### src/rtl/smw_pkg.sv
// Shared constants and types for the system-management window controller.
// Assumes the window is the fixed legacy range A0000h..BFFFFh.
package smw_pkg;
    localparam int          REG_W      = 8;
    localparam int          BIT_OPEN   = 6;
    localparam int          BIT_CLOSED = 5;
    localparam int          BIT_LOCK   = 4;
    localparam logic [2:0]  SEG_CODE   = 3'b010;
    localparam logic [31:0] WIN_BASE   = 32'h000A_0000;
    localparam logic [31:0] WIN_LAST   = 32'h000B_FFFF;

    typedef struct packed {
        logic open;
        logic closed;
        logic lock;
    } smw_ctl_t;

    // Assemble read data: reserved bits are zero, segment field is fixed.
    function automatic logic [REG_W-1:0] pack_rd(smw_ctl_t c);
        logic [REG_W-1:0] r;
        r = '0;
        r[BIT_OPEN]   = c.open;
        r[BIT_CLOSED] = c.closed;
        r[BIT_LOCK]   = c.lock;
        r[2:0]        = SEG_CODE;
        return r;
    endfunction
endpackage

### src/rtl/smw_ctl_reg.sv
// Control register state: open, closed and the write-once lock.
// Assumes both resets are synchronous and active low; the full reset wins.
// A write asking for open and closed together keeps both and flags an error.
module smw_ctl_reg
    import smw_pkg::*;
(
    input  logic     clk,
    input  logic     rst_full_n,
    input  logic     rst_warm_n,
    input  logic     wr_en,
    input  logic     wr_open,
    input  logic     wr_closed,
    input  logic     wr_lock,
    output smw_ctl_t ctl,
    output logic     wr_err
);
    logic conflict;
    logic lock_next;

    // Detect an illegal open+closed request and the lock value after a write.
    always_comb begin
        conflict  = wr_open & wr_closed;
        lock_next = ctl.lock | wr_lock;
    end

    // Register update with reset precedence full > warm > write.
    always_ff @(posedge clk) begin
        if (!rst_full_n) begin
            ctl    <= '0;
            wr_err <= 1'b0;
        end else if (!rst_warm_n) begin
            ctl.open   <= 1'b0;
            ctl.closed <= 1'b0;
            wr_err     <= 1'b0;
        end else begin
            wr_err <= 1'b0;
            if (wr_en) begin
                ctl.lock <= lock_next;
                if (!conflict)
                    ctl.closed <= wr_closed;
                if (lock_next)
                    ctl.open <= 1'b0;
                else if (!conflict)
                    ctl.open <= wr_open;
                wr_err <= conflict;
            end
        end
    end

    a_r4_lock_sticky: assert property (@(posedge clk) disable iff (!rst_full_n)
        ctl.lock |=> ctl.lock);
    a_r5_locked_open_low: assert property (@(posedge clk) disable iff (!rst_full_n)
        ctl.lock |-> !ctl.open);
    a_r7_never_both: assert property (@(posedge clk) disable iff (!rst_full_n)
        !(ctl.open && ctl.closed));
    a_r7_err_cause: assert property (@(posedge clk) disable iff (!rst_full_n || !rst_warm_n)
        wr_err |-> $past(wr_en && wr_open && wr_closed));
    a_r6_warm_clear: assert property (@(posedge clk) disable iff (!rst_full_n)
        !$past(rst_warm_n) |-> (!ctl.open && !ctl.closed));
endmodule

### src/rtl/smw_addr_match.sv
// Range compare of a request address against an inclusive window.
// Assumes BASE <= LAST; purely combinational.
module smw_addr_match #(
    parameter int                ADDR_W = 32,
    parameter logic [ADDR_W-1:0] BASE   = '0,
    parameter logic [ADDR_W-1:0] LAST   = '1
) (
    input  logic [ADDR_W-1:0] addr,
    output logic              hit
);
    // Inclusive bounds check.
    always_comb hit = (addr >= BASE) && (addr <= LAST);
endmodule

### src/rtl/smw_route.sv
// Access decision for one request: DRAM, video, or neither (outside window).
// OUT_REG selects a registered (1) or combinational (0) result.
module smw_route
    import smw_pkg::*;
#(
    parameter bit OUT_REG = 1'b1
) (
    input  logic     clk,
    input  logic     rst_n,
    input  logic     req_valid,
    input  logic     in_win,
    input  logic     req_code,
    input  logic     smm_active,
    input  logic     win_en,
    input  smw_ctl_t ctl,
    output logic     dec_valid,
    output logic     dec_dram,
    output logic     dec_video
);
    logic permit, nx_dram, nx_video;

    // Apply the visibility rule; closed hides only data fetches.
    always_comb begin
        permit   = win_en & (ctl.open | (smm_active & (~ctl.closed | req_code)));
        nx_dram  = req_valid & in_win & permit;
        nx_video = req_valid & in_win & ~permit;
    end

    generate
        if (OUT_REG) begin : g_reg
            // One-cycle output stage.
            always_ff @(posedge clk) begin
                if (!rst_n) begin
                    dec_valid <= 1'b0;
                    dec_dram  <= 1'b0;
                    dec_video <= 1'b0;
                end else begin
                    dec_valid <= req_valid;
                    dec_dram  <= nx_dram;
                    dec_video <= nx_video;
                end
            end
            a_r10_latency: assert property (@(posedge clk) disable iff (!rst_n)
                req_valid |=> dec_valid);
        end else begin : g_comb
            // Pass-through output.
            always_comb begin
                dec_valid = req_valid;
                dec_dram  = nx_dram;
                dec_video = nx_video;
            end
        end
    endgenerate

    a_r9_exclusive: assert property (@(posedge clk) disable iff (!rst_n)
        !(dec_dram && dec_video));
    a_r10_idle_quiet: assert property (@(posedge clk) disable iff (!rst_n)
        !dec_valid |-> (!dec_dram && !dec_video));
endmodule

### src/rtl/smw_window_ctl.sv
// Top: control register plus decode for the legacy system-management window.
// Assumes synchronous active-low resets; the decode stage clears on either.
module smw_window_ctl
    import smw_pkg::*;
#(
    parameter int ADDR_W  = 32,
    parameter bit OUT_REG = 1'b1
) (
    input  logic              clk,
    input  logic              rst_full_n,
    input  logic              rst_warm_n,
    input  logic              cfg_wr_en,
    input  logic [7:0]        cfg_wdata,
    output logic [7:0]        cfg_rdata,
    input  logic              req_valid,
    input  logic [ADDR_W-1:0] req_addr,
    input  logic              req_code,
    input  logic              smm_active,
    input  logic              win_en,
    output logic              dec_valid,
    output logic              dec_dram,
    output logic              dec_video,
    output logic              wr_err
);
    localparam logic [ADDR_W-1:0] BASE_A = ADDR_W'(WIN_BASE);
    localparam logic [ADDR_W-1:0] LAST_A = ADDR_W'(WIN_LAST);

    smw_ctl_t ctl;
    logic     in_win;
    logic     pipe_rst_n;
    logic     unused_wbits;

    // Decode pipeline clears on either reset; reserved/fixed write bits dropped.
    always_comb begin
        pipe_rst_n   = rst_full_n & rst_warm_n;
        unused_wbits = ^{cfg_wdata[7], cfg_wdata[3], cfg_wdata[2:0]};
        cfg_rdata    = pack_rd(ctl);
    end

    smw_ctl_reg u_reg (
        .clk        (clk),
        .rst_full_n (rst_full_n),
        .rst_warm_n (rst_warm_n),
        .wr_en      (cfg_wr_en),
        .wr_open    (cfg_wdata[BIT_OPEN]),
        .wr_closed  (cfg_wdata[BIT_CLOSED]),
        .wr_lock    (cfg_wdata[BIT_LOCK]),
        .ctl        (ctl),
        .wr_err     (wr_err)
    );

    smw_addr_match #(.ADDR_W(ADDR_W), .BASE(BASE_A), .LAST(LAST_A)) u_match (
        .addr (req_addr),
        .hit  (in_win)
    );

    smw_route #(.OUT_REG(OUT_REG)) u_route (
        .clk        (clk),
        .rst_n      (pipe_rst_n),
        .req_valid  (req_valid),
        .in_win     (in_win),
        .req_code   (req_code),
        .smm_active (smm_active),
        .win_en     (win_en),
        .ctl        (ctl),
        .dec_valid  (dec_valid),
        .dec_dram   (dec_dram),
        .dec_video  (dec_video)
    );

    a_r2_fixed_bits: assert property (@(posedge clk) disable iff (!rst_full_n)
        cfg_rdata[2:0] == 3'b010 && !cfg_rdata[7] && !cfg_rdata[3]);
endmodule

### config.mk
export PLATFORM = sky130hd
export DESIGN_NAME = smw_window_ctl
export DESIGN_NICKNAME = d
export VERILOG_FILES = /design/src/rtl/smw_pkg.sv /design/src/rtl/smw_ctl_reg.sv /design/src/rtl/smw_addr_match.sv /design/src/rtl/smw_route.sv /design/src/rtl/smw_window_ctl.sv
export SDC_FILE = /design/constraint.sdc
export NUM_CORES = 1
export LEC_CHECK = 0
export ABC_AREA = 1
export BUFFER_PORTS_ARGS = -buffer_cell sky130_fd_sc_hd__buf_2
export CAP_MARGIN = 20
export CORE_MARGIN = 1.5
export CORE_UTILIZATION = 29
export DETAILED_ROUTE_END_ITERATION = 10
export HOLD_SLACK_MARGIN = 0.02
export PLACE_DENSITY_LB_ADDON = 0.1
export SLEW_MARGIN = 20
export SYNTH_ARGS = -nofsm -noshare
export SYNTH_HDL_FRONTEND = slang
export SYNTH_HIERARCHICAL = 1
export SYNTH_SLANG_ARGS = --single-unit
### constraint.sdc
create_clock -name clk -period 0.8 [get_ports clk]
set_input_delay 0.16 -clock clk [delete_from_list [all_inputs] [get_ports clk]]
set_output_delay 0.16 -clock clk [all_outputs]
set_load 0.1 [all_outputs]
Word-level counts from Yosys, hierarchy flattened --
Index checks and enable logic that the tools add are counted. W data, S select, Z words.
Storage, ports and cells: register bits after elaboration 7, bits in latches 0, bits in writable memories 0, bits in read-only memories 0, input port bits 48, output and inout bits 12, logic and storage cells 31, memories kept 0
Cells by class: add/sub/neg operators 0, multipliers 0, div/mod/pow operators 0, magnitude comparators 2, equality and inequality tests 1, shifts and indexed selects 0, multiplexer cells 2, bitwise gates (word level) 13, reductions and logical operators 6
Operators with widths (count):
- $ge A32 B20 Y1 const B | 1
- $le A32 B20 Y1 const B | 1
- $reduce_and A2 Y1 | 4
- $and A1 B1 Y1 | 7
- $not A1 Y1 | 3
- $or A1 B1 Y1 | 3
- $reduce_and A3 Y1 | 1
- $mux W1 | 2
- $ne A2 B2 Y1 const B | 1
- $logic_and A1 B1 Y1 | 1

Longest topological paths before layout --
word-level depth 7, depth in mapped cells 7, depth with buffers taken out 7

Cells and area by module --
The synthesis kept the hierarchy.
Modules (own cells, without submodules):
- smw_ctl_reg | times used 1, cells an instance 22, area each 163.9 um^2, seq. area each 80.1 um^2
- smw_addr_match | times used 1, cells an instance 28, area each 105.1 um^2, seq. area each 0.0 um^2
- smw_route | times used 1, cells an instance 14, area each 105.1 um^2, seq. area each 60.1 um^2
- smw_window_ctl | times used 1, cells an instance 9, area each 52.6 um^2, seq. area each 0.0 um^2

Worst setup path before layout --
OpenSTA, ideal clock, no wires.
kind register to register, from reg u_reg/ctl[2] (netlist name), to reg u_route.dec_dram, library setup time 0.062 ns, arrival time 1.334 ns, data required time 0.738 ns, setup slack -0.595 ns, cell stages (with the launch flop) 5, buffers on the path 0, period minus slack after synthesis 1.395 ns, path through dfxtp_1 clkinv_1 nand2_1 nand2_1 nor2_2
On the way: word-level cells in the longest chain between the ends 3
RTL lines:
- $or A1 B1 Y1 | line smw_route.sv:24 | permit = win_en & (ctl.open | (smm_active & (~ctl.closed | req_code)));
- $and A1 B1 Y1 | line smw_route.sv:24
- $and A1 B1 Y1 | line smw_route.sv:25 | nx_dram = req_valid & in_win & permit;
- end signal: assignment | line smw_route.sv:39 | dec_dram <= nx_dram;
- end: declaration | line smw_route.sv:17 | output logic dec_dram,
No other way between the ends. A chain may end at the register's enable or synchronous reset.

Worst setup path in the final report --
from reg u_reg/ctl[0] (netlist name), to out cfg_rdata[4]
RTL lines:
- end: declaration | line smw_window_ctl.sv:14 | output logic [7:0] cfg_rdata,
No word-level cell between the ends.

==> results.json <==
{
  "status": "finished with violations",
  "violations": "negative setup slack",
  "cpPeakStageDelay_ns": 0.35,
  "wl_per_cell_um": 6.85,
  "area_delta_synth_final_pct": 80.6,
  "coreArea_um2": 1330,
  "layout_commonest_cell": "buf_2",
  "die_x_um": 41.4,
  "end_kind": "output pin",
  "final_cell_mix": "buf_2 (25), nand2_1 (17), inv_1 (17)",
  "root_buffer": "clkbuf_4",
  "min_period_ns": 0.925,
  "start_kind": "flip-flop",
  "crit_slowest_cell": "dfxtp_4",
  "worstPathRequired_ns": 0.64,
  "hold_buffers": 0,
  "wl_um": 856,
  "synthDistinctLibCells": 14,
  "path_delay_family": "flip-flops",
  "place_congestion": 0.673,
  "ys_ff_latch": 7,
  "fin_crit_sh_pct": 116,
  "worst-endpoint-arrival_ns": 0.76,
  "hold_viol_final": 0,
  "worst-path-buf-inv": 1,
  "antenna_left": 0,
  "numCtsBuffers": 3,
  "fin_skew_ns": 0.00295,
  "ios": 60,
  "reg2reg_slack_ns": -0.02,
  "synth.avg_cell_area_um2": 5.84,
  "cap_violations": 0,
  "start_util_pct": 32.0,
  "rsz0062_at_grt": "yes",
  "nets": 159,
  "grt_pass1_vias": 344,
  "whs_endpoint": "u_route/dec_video",
  "hold_depth": 2,
  "min_from": "win_en",
  "hold_path_class": "in2reg",
  "dp_hpwl_um": 747,
  "num_rows": 13,
  "r2r-start": "u_reg/ctl[1]",
  "yosys.area.top_type": "dfxtp_1",
  "reg2reg_depth": 6,
  "synthTopCellsByArea": "dfxtp_1 (33%), nand2_1 (18%), inv_1 (15%)",
  "worstSkewPairLatency_ns": 0.24,
  "drc": 0,
  "critPathKind": "reg2out",
  "path_clk_slew_ns": 0.05,
  "grt_remaining_overflow": 0,
  "drive_gt1_share_pct": 51.8,
  "clk_path_buf_depth": 2,
  "design.die.area_um2": 1710,
  "grt_first_pass_wirelength_um": 1300,
  "synthCells": 73,
  "vias_per_cell": 3.98,
  "p_leak_nw": 0.437,
  "clock.fmax_mhz": 1080,
  "worst_r2r_endpoint": "u_route/dec_dram",
  "final-setup-viol-count": 9,
  "setup_slack_ns": -0.125,
  "cts.sinks": 7,
  "post-place-ws_ns": -0.0630,
  "slew_violations": 0,
  "antenna_found_initial": 0,
  "synthesis.area_um2": 427,
  "die_h_um": 41.4,
  "drtIter0Drc": 3,
  "placement.io_buffers": 32,
  "crit_fanout": 2,
  "vdd_ir_drop_max_uv": 795,
  "yosysWarningCount": 6,
  "yosysTopAreaCellShare_pct": 32.8,
  "drtPass1Iterations": 4,
  "diodes": 0,
  "p_per_area_nw_per_um2": 1350,
  "grt_usage_pct": 12.7,
  "ctsHtreeMaxLevel": 1,
  "cts_tree": "built",
  "grt_max_degree": 5,
  "final_util_pct": 57.8,
  "synth_seq_area_share_pct": 32.8,
  "worstPathCellList": "buf_12",
  "vias": 498
}
power breakdown:
| group | leakage (nW) | internal [mW] | switching (mW) | total (mW) |
|---|---|---|---|---|
| sequential | 0.0610 | 0.354 | 0.00855 | 0.363 |
| clock | 0.0150 | 0.190 | 0.122 | 0.312 |
| combinational | 0.361 | 0.117 | 0.247 | 0.364 |
| total | 0.437 | 0.661 | 0.377 | 1.04 |
metal layers:
metal | GRT usage (%) | share of wire (%)
met1 | 13.2 | 39
met2 | 18.4 | 50
met3 | 4.79 | 8.9
met4 | 14.5 | 2.2
met5 | 0 | 0
per-stage QoR:
stage | hold WS [ns] | power, mW | instance area [um^2] | instances | TNS [ns]
floorplan | 0.247 | 0.615 | 454 | 76 | -0.256
global placement | 0.358 | 0.708 | 701 | 118 | -0.108
detailed placement | 0.351 | 0.713 | 701 | 118 | -0.118
CTS | 0.0865 | 1.04 | 749 | 125 | -0.951
global route | 0.103 | 1.11 | 771 | 125 | -1.17
finish | 0.108 | 1.04 | 771 | 125 | -0.827
worst max path at each step:
stage | startpoint | endpoint | slack [ns] | cells after the start
CTS | u_reg/ctl[2] | cfg_rdata[6] | -0.14 | 1
global route | u_reg/ctl[1] | cfg_rdata[5] | -0.16 | 1
detailed placement | req_addr[23] | u_route/dec_video | -0.06 | 8
floorplan | u_reg/ctl[1] | u_route/dec_dram | -0.11 | 5
finish | u_reg/ctl[0] | cfg_rdata[4] | -0.12 | 1
global placement | req_addr[23] | u_route/dec_video | -0.07 | 8
cell type report:
cell class	instances	area, um^2
Clock buffer	4	26.3
Fill cell	147	563
Inverter	21	78.8
Multi-Input combinational cell	43	203
Sequential cell	7	156
Tap cell	15	18.8
Timing Repair Buffer	35	288
kinds of logic after synthesis:
group	Yosys count	synth area share, %
simple gates	33	32.3
compound gates	5	5.86
other cells	2	1.76
buf+inv	26	27.3
flops	7	32.8
cell usage after synthesis (all sizes together):
library cell and count:
a21oi 3, buf 5, clkinv 2, conb 2
dfxtp 7, inv 19, nand2 23, nor2 9
nor3 1, o21ai 2
flip-flops by register name (all words and copies together) (netlist names):
register / flops
u_reg/ctl: 3
u_route/dec_dram: 1
u_route/dec_video: 1
u_route/dec_valid: 1
u_reg/wr_err: 1
what timing repair did:
item | CTS | global route
buffers inserted | 3 | 0
endpoints found under the hold margin | 0 | 0
setup endpoints to repair | 7 | 10
gates resized for setup | 0 | 7
pin swaps | 0 | 2
(Power assumes the default switching activity.)
